$ cat src/rtl/rxbuf_pkg.sv
package rxbuf_pkg;
  localparam int ID_W   = 29;
  localparam int DLC_W  = 4;
  localparam int DATA_W = 64;

  typedef struct packed {
    logic              ext;
    logic              rtr;
    logic [DLC_W-1:0]  dlc;
    logic [ID_W-1:0]   id;
    logic [DATA_W-1:0] data;
  } rx_frame_t;
endpackage

$ cat src/rtl/rxbuf_slots.sv
// Frame slot registers: one write port, one combinational read port.
module rxbuf_slots
  import rxbuf_pkg::*;
#(
  parameter int DEPTH = 2,
  localparam int PTR_W = (DEPTH > 1) ? $clog2(DEPTH) : 1
) (
  input  logic             clk,
  input  logic             rst_n,
  input  logic             wr_en,
  input  logic [PTR_W-1:0] wr_idx,
  input  rx_frame_t        wr_frame,
  input  logic [PTR_W-1:0] rd_idx,
  output rx_frame_t        rd_frame
);
  rx_frame_t slot_q [DEPTH];

  for (genvar g = 0; g < DEPTH; g++) begin : g_slot
    always_ff @(posedge clk) begin
      if (!rst_n)
        slot_q[g] <= '0;
      else if (wr_en && (wr_idx == PTR_W'(g)))
        slot_q[g] <= wr_frame;
    end
  end

  assign rd_frame = slot_q[rd_idx];
endmodule

$ cat src/rtl/rxbuf_occupancy.sv
// Ring pointers and fill count.
// Release is resolved before admission, so a release frees room for a
// frame that completes in the same cycle.
module rxbuf_occupancy #(
  parameter int DEPTH = 2,
  localparam int PTR_W = (DEPTH > 1) ? $clog2(DEPTH) : 1,
  localparam int CNT_W = $clog2(DEPTH + 1)
) (
  input  logic             clk,
  input  logic             rst_n,
  input  logic             push_req,
  input  logic             pop_req,
  output logic             push_ok,
  output logic             drop,
  output logic [PTR_W-1:0] wr_idx,
  output logic [PTR_W-1:0] rd_idx,
  output logic             not_empty
);
  logic [CNT_W-1:0] cnt_q;
  logic [PTR_W-1:0] wr_q, rd_q;
  logic             pop_ok;

  function automatic logic [PTR_W-1:0] step(input logic [PTR_W-1:0] p);
    return (p == PTR_W'(DEPTH - 1)) ? '0 : p + PTR_W'(1);
  endfunction

  assign not_empty = (cnt_q != '0);
  assign pop_ok    = pop_req && not_empty;
  assign push_ok   = push_req && ((cnt_q < CNT_W'(DEPTH)) || pop_ok);
  assign drop      = push_req && !push_ok;
  assign wr_idx    = wr_q;
  assign rd_idx    = rd_q;

  always_ff @(posedge clk) begin
    if (!rst_n) begin
      cnt_q <= '0;
      wr_q  <= '0;
      rd_q  <= '0;
    end else begin
      if (push_ok) wr_q <= step(wr_q);
      if (pop_ok)  rd_q <= step(rd_q);
      case ({push_ok, pop_ok})
        2'b10:   cnt_q <= cnt_q + CNT_W'(1);
        2'b01:   cnt_q <= cnt_q - CNT_W'(1);
        default: cnt_q <= cnt_q;
      endcase
    end
  end
endmodule

$ cat src/rtl/rxbuf_status.sv
// Sticky overrun flag and frame-in-progress indicator.
module rxbuf_status (
  input  logic clk,
  input  logic rst_n,
  input  logic drop,
  input  logic clr_ovr,
  input  logic frm_start,
  input  logic frm_end,
  output logic overrun,
  output logic rx_active
);
  always_ff @(posedge clk) begin
    if (!rst_n) begin
      overrun   <= 1'b0;
      rx_active <= 1'b0;
    end else begin
      if (drop)         overrun <= 1'b1;
      else if (clr_ovr) overrun <= 1'b0;

      if (frm_start)    rx_active <= 1'b1;
      else if (frm_end) rx_active <= 1'b0;
    end
  end
endmodule

$ cat src/rtl/rxbuf_dual.sv
module rxbuf_dual
  import rxbuf_pkg::*;
#(
  parameter int DEPTH = 2,
  localparam int PTR_W = (DEPTH > 1) ? $clog2(DEPTH) : 1
) (
  input  logic              clk,
  input  logic              rst_n,
  input  logic              eng_start,
  input  logic              eng_valid,
  input  logic              eng_abort,
  input  logic              eng_ext,
  input  logic              eng_rtr,
  input  logic [DLC_W-1:0]  eng_dlc,
  input  logic [ID_W-1:0]   eng_id,
  input  logic [DATA_W-1:0] eng_data,
  input  logic              cpu_release,
  input  logic              cpu_clr_overrun,
  output logic              rx_avail,
  output logic              overrun,
  output logic              rx_active,
  output logic              out_ext,
  output logic              out_rtr,
  output logic [DLC_W-1:0]  out_dlc,
  output logic [ID_W-1:0]   out_id,
  output logic [DATA_W-1:0] out_data
);
  rx_frame_t        in_frame, head_frame;
  logic             push_ok, drop;
  logic [PTR_W-1:0] wr_idx, rd_idx;

  always_comb begin
    in_frame.ext  = eng_ext;
    in_frame.rtr  = eng_rtr;
    in_frame.dlc  = eng_dlc;
    in_frame.id   = eng_id;
    in_frame.data = eng_data;
  end

  rxbuf_occupancy #(.DEPTH(DEPTH)) u_occ (
    .clk       (clk),
    .rst_n     (rst_n),
    .push_req  (eng_valid),
    .pop_req   (cpu_release),
    .push_ok   (push_ok),
    .drop      (drop),
    .wr_idx    (wr_idx),
    .rd_idx    (rd_idx),
    .not_empty (rx_avail)
  );

  rxbuf_slots #(.DEPTH(DEPTH)) u_slots (
    .clk      (clk),
    .rst_n    (rst_n),
    .wr_en    (push_ok),
    .wr_idx   (wr_idx),
    .wr_frame (in_frame),
    .rd_idx   (rd_idx),
    .rd_frame (head_frame)
  );

  rxbuf_status u_stat (
    .clk       (clk),
    .rst_n     (rst_n),
    .drop      (drop),
    .clr_ovr   (cpu_clr_overrun),
    .frm_start (eng_start),
    .frm_end   (eng_valid | eng_abort),
    .overrun   (overrun),
    .rx_active (rx_active)
  );

  assign out_ext  = head_frame.ext;
  assign out_rtr  = head_frame.rtr;
  assign out_dlc  = head_frame.dlc;
  assign out_id   = head_frame.id;
  assign out_data = head_frame.data;
endmodule

$ cat config.mk
export PLATFORM = sky130hd
export DESIGN_NAME = rxbuf_dual
export DESIGN_NICKNAME = d
export VERILOG_FILES = /design/src/rtl/rxbuf_pkg.sv /design/src/rtl/rxbuf_slots.sv /design/src/rtl/rxbuf_occupancy.sv /design/src/rtl/rxbuf_status.sv /design/src/rtl/rxbuf_dual.sv
export SDC_FILE = /design/constraint.sdc
export NUM_CORES = 1
export LEC_CHECK = 0
export BUFFER_PORTS_ARGS = -buffer_cell sky130_fd_sc_hd__buf_2
export CORE_ASPECT_RATIO = 0.8
export CORE_UTILIZATION = 60
export CTS_BUF_LIST = sky130_fd_sc_hd__clkbuf_4 sky130_fd_sc_hd__clkbuf_8
export DETAILED_ROUTE_END_ITERATION = 8
export GPL_ROUTABILITY_DRIVEN = 0
export MAX_ROUTING_LAYER = met4
export PLACE_DENSITY = 0.85
export SLEW_MARGIN = 20
export SYNTH_ARGS = -nofsm -noshare
export SYNTH_HDL_FRONTEND = slang
export SYNTH_SLANG_ARGS = --single-unit
$ cat constraint.sdc
create_clock -name clk -period 7.7 [get_ports clk]
set_input_delay 0 -clock clk [delete_from_list [all_inputs] [get_ports clk]]
set_output_delay 0 -clock clk [all_outputs]
set_load 0.05 [all_outputs]
Word level (Yosys, flattened, before mapping)
Memory sizes are Yosys's and may differ from the RTL's. A register that Yosys moved wholly into a read port is not among the register bits.
Index checks and enable logic that the tools add are counted.
{"block": "totals", "regBits": 6, "ramBits": 198, "output_inout_bits": 102, "word_cells": 46, "mem_count": 1}
{"block": "op_classes", "add_sub_neg": 4, "order_cmp": 1, "n_eq_ne": 2, "muxes": 18, "bitwise_logic": 4, "n_reduce_logical": 11}
{"name": "u_slots.slot_q", "depth": 2, "word_bits": 99, "rd": 1, "rd_ports_with_merged_regs": 1, "wr": 2, "line_no": "rxbuf_slots.sv:16", "source": "rx_frame_t slot_q [DEPTH];"}
{"operator": "two-way mux 99 bit", "n": 2}
{"operator": "two-way mux 1 bit", "n": 15}
{"operator": "nonzero test 2 bit", "n": 4}
{"operator": "logical AND 1 bit", "n": 5}
{"operator": "one-hot mux 2 bit (2 select lines)", "n": 1}
{"operator": "OR 1 bit", "n": 3}
{"operator": "adder 1 bit (second input constant)", "n": 2}
{"operator": "adder 2 x 1 -> 2 bit (second input constant)", "n": 1}
{"operator": "== test 2 x 1 -> 1 bit (second input constant)", "n": 1}
{"operator": "== test 2 bit (second input constant)", "n": 1}
{"operator": "< comparator 2 bit (second input constant)", "n": 1}
{"operator": "subtractor 2 x 1 -> 2 bit (second input constant)", "n": 1}
{"operator": "logical NOT 1 bit", "n": 1}
{"operator": "logical OR 1 bit", "n": 1}
{"operator": "inverter 1 bit", "n": 1}

Longest topological paths before layout
{"block": "depth", "ltp_word": 9, "depth_mapped": 6, "ltp_nobuf": 6}

By module
A second synthesis with hierarchy kept.
{"block": "unflattened", "hier_cells": 675, "hier_area_um2": 8767.2}
{"mod": "rxbuf_slots", "instances": 1, "cells_each": 643, "area_per_inst_um2": 8474.4, "seq_area_each_um2": 5945.7}
{"mod": "rxbuf_occupancy", "instances": 1, "cells_each": 25, "area_per_inst_um2": 203.9, "seq_area_each_um2": 80.1}
{"mod": "rxbuf_status", "instances": 1, "cells_each": 6, "area_per_inst_um2": 82.6, "seq_area_each_um2": 40.0}
{"mod": "rxbuf_dual", "instances": 1, "cells_each": 1, "area_per_inst_um2": 6.3, "seq_area_each_um2": 0.0}

Least setup slack after synthesis
OpenSTA, ideal clock, no wires.
{"block": "synth_path", "path_kind": "reg-to-reg", "from": "register u_occ.cnt_q[1]", "to": "memory u_slots.slot_q[0][0] (netlist bit), enable pin", "arrival_ps": 3178, "required_time_ps": 7239, "slack_ps": 4061, "stages_incl_launch_ff": 6, "n_path_buf": 2, "period_less_slack_ps": 3639, "cell_sequence": "dfxtp_1 nor2b_1 or3_1 buf_6 buf_6 nand2_1"}
{"element": "start, declared", "line_no": "rxbuf_occupancy.sv:19", "source": "logic [CNT_W-1:0] cnt_q;"}
{"element": "start signal, assigned", "line_no": "rxbuf_occupancy.sv:43", "source": "2'b10: cnt_q <= cnt_q + CNT_W'(1);"}
{"element": "start signal, assigned", "line_no": "rxbuf_occupancy.sv:44", "source": "2'b01: cnt_q <= cnt_q - CNT_W'(1);"}
{"element": "start signal, assigned", "line_no": "rxbuf_occupancy.sv:45", "source": "default: cnt_q <= cnt_q;"}
{"element": "end, declared", "line_no": "rxbuf_slots.sv:16"}

==> metrics.txt <==
sequential cell area=about 6100 µm²; Max VDD drop=0.0002377 V; clock skew=about 0.014 ns; final-report max-slew violation count=0; Setup-failing EPs final=0; WL per Instance=roughly 18 µm; vias in the first global route=6407; final period demand of the worst path=2.822 ns; Yosys cell types=23; Worst Setup Path Type=flip-flop to flip-flop; FMAX=354.4 MHz; Port Buffers=between 200 and 250; average size of a mapped cell=approximately 13 µm²; r2r setup slk=around 5 ns; Initial Util=0.6143; row cnt=39; RSZ-0062 raised after global routing=false; critical-path maximum fanout=between 50 and 60; worst r2r dst=u_slots.slot_q[0][0]; critical path arrival=approximately 2.9 ns; Clock Pin Slew Worst Setup and Hold Paths=about 0.060 ns; CTS root buffer=clkbuf_8; fill count=about 770; status=finished, final reports clean; DR iter-0 viols=464; critical hold path startpoint=eng_valid; worst hold path endpoint=u_occ.wr_idx; pre-CTS WS=about 4.6 ns; post-CTS setup buffer count=0; worst slew pin tran=around 0.95 ns; post-synthesis sequential area ratio=0.6929; final layout net count=1090; first-pass GRT wire length=31710 µm; layout cells sized above 1=0.3853; first-pass iteration count of the detailed router=5; P_leak=just under 5 nW; IO Count=~210; post-route ant nets=0; Final TNS setup=0 ns; PD cells=between 300 and 400 nW/µm²; max_cap viols=0; Max stage delay on crit path=~0.65 ns; CTS sink cnt=just over 200; Critical Path RT=about 7.8 ns; die area=approximately 15000 µm²; H-tree levels=2; TritonCTS Buffers=34; Tcrit/Tclk final=0.3664; CP max-delay cell=buf_4; Relative slew margins=0.3647; die height=110.2 µm; FF+latch count, synth=between 200 and 250; HP Class=input pin to flip-flop; Mapped Area=8783 µm²; total grt overflow=0; area taken by multi-input logic gates=~2400 µm²; clock latency on the worst-skew pair=0.49 ns; Fin. Hold Viols=0; core area=~14000 µm²; crit-path leading delay family=simple AND/OR/NAND/NOR gates; syn nets=approximately 780; maximum root-to-sink buffer count=3; hold_buf cts=between 100 and 150; # DRC=0; initial antenna violation count=0; WP buf/inv=1; final worst-path setup slack=a little under 5 ns; FF-to-FF Start=u_occ.cnt_q[1]; yosys warns=0; post_cts resized=0; largest net degree at the start of global routing=101; Cell Chain, Critical Path=nor2b_1, or3_4, nand2_4, buf_4; Total GRT Usage=0.2911; TritonCTS clock tree=yes; routed wire length=21300 µm; worst reg2reg path depth=4; Cells after Synth=a little under 700; Die Width=~140 µm; Hold Path Cell Cnt=4; hpwl dp=between 10000 and 15000 µm; Vias=roughly 6400; synthesis-to-finish area growth=32.29%; Setup crit start kind=flip-flop; Worst setup EP type=flip-flop; routed vias/inst=5.388
-- power by group --
group | internal (mW) | total (mW) | switching (mW)
Clock | 0.552 | 0.959 | 0.407
Sequential | 1.38 | 1.44 | 0.0610
Combinational | 0.382 | 1.31 | 0.926
-- per-stage QoR --
step                      total power, mW  hold WS (ns)  utilization  area [µm²]  cells
after floorplan                     2.457        0.1385            -        8783    674
after global placement              2.691        0.2320       0.6897        9861   1026
after detailed placement            2.704        0.2379       0.6897        9861   1026
after CTS                           3.692       0.03037       0.8106       11590   1190
after global routing                3.841       0.07742       0.8125       11620   1191
final                               3.705       0.06475       0.8127       11620   1192
-- state kept, by name, indices dropped and copies added, names as in the netlist, named ones only --
register,flops
u_slots.slot_q,198
u_occ.cnt_q,2
u_occ.rd_idx,1
u_occ.wr_idx,1
u_stat.overrun,1
u_stat.rx_active,1
-- cell families (layout without fill, tap and decap cells) --
logic type	Yosys count	after routing	share of synthesized area
and+or+nand+nor	312	312	0.1389
DFF	205	205	0.6929
muxes	99	99	0.1269
buffers and inverters	47	380	0.03191
AOI/OAI and AO/OA	7	7	0.004986
xor gates and xnor gates	3	3	0.002992
adders and majority gates	1	1	0.001424
other	0	1	0
-- layout by cell type, fill, tap and decap left out --
cell and count:
nor2b_1 4, clkbuf_8 38, mux2_2 99, or2_2 1, nand3_4 1, buf_2 206
dfxtp_4 1, or3_4 1, buf_4 7, nand2_1 100, clkinvlp_4 1, clkbuf_4 21
nand2b_1 1, nand2_4 2, o22ai_1 1, and2_1 2, diode_2 1, xnor2_1 3
ha_1 1, a21oi_1 1, edfxtp_1 198, or3_1 1, buf_16 1, inv_1 2
dlygate4sd3_1 104, nor2_1 190, o21ai_0 2, a21boi_0 2, dfxtp_1 6, o21a_1 1
nor2_2 9
-- cell usage after synthesis (all sizes together) --
| library cell | number | area share |
|---|---|---|
| a21boi | 2 | 0.0017 |
| a21oi | 1 | 0.00057 |
| and2 | 2 | 0.0014 |
| buf | 33 | 0.026 |
| clkbuf | 12 | 0.0051 |
| dfxtp | 7 | 0.016 |
| edfxtp | 198 | 0.68 |
| ha | 1 | 0.0014 |
| inv | 2 | 0.00086 |
| mux2 | 99 | 0.13 |
| nand2 | 102 | 0.044 |
| nand2b | 1 | 0.00071 |
| nand3 | 1 | 0.00057 |
| nor2 | 199 | 0.088 |
| nor2b | 4 | 0.0028 |
| o21a | 1 | 0.00086 |
| o21ai | 2 | 0.0011 |
| o22ai | 1 | 0.00071 |
| or2 | 1 | 0.00071 |
| or3 | 2 | 0.0014 |
| xnor2 | 3 | 0.0030 |
-- per-layer routing --
metal	track usage	vias up	routed length, µm
met4	0.1256	0	724
met2	0.4906	358	10930
li1	-	2941	-
met1	0.3431	3059	7854
met3	0.05990	65	1796
met5	-	-	0
-- worst register-to-register path, cell delays in order (launching register included) --
cell,delay (ns)
dfxtp_1,0.34
nor2b_1,0.16
or3_4,0.58
nand2_4,0.65
buf_4,0.68
-- how the worst max path moves through the flow --
stage	from	end	slack, ns	depth (start not counted)
floorplan	u_occ.cnt_q[1]	u_slots.slot_q[0][0]	4.06	5
global placement	u_occ.cnt_q[1]	u_slots.slot_q[1][30]	4.68	5
detailed placement	u_occ.cnt_q[1]	u_slots.slot_q[1][6]	4.60	5
CTS	u_occ.cnt_q[1]	u_slots.slot_q[1][4]	4.57	5
global route	u_occ.cnt_q[1]	u_slots.slot_q[0][85]	4.76	4
finish	u_occ.cnt_q[1]	u_slots.slot_q[0][0]	4.88	4
-- layout make-up --
class                           instances  share of cell area
Clock inverter                          1           0.0006461
Inverter                                2           0.0006461
Tap cell                              184             0.01981
Antenna cell                            1           0.0002154
Sequential cell                       205              0.5241
Clock buffer                           59             0.05858
Multi-Input combinational cell        422              0.2108
Timing Repair Buffer                  318              0.1852
Power figures use the tool's default switching activity.
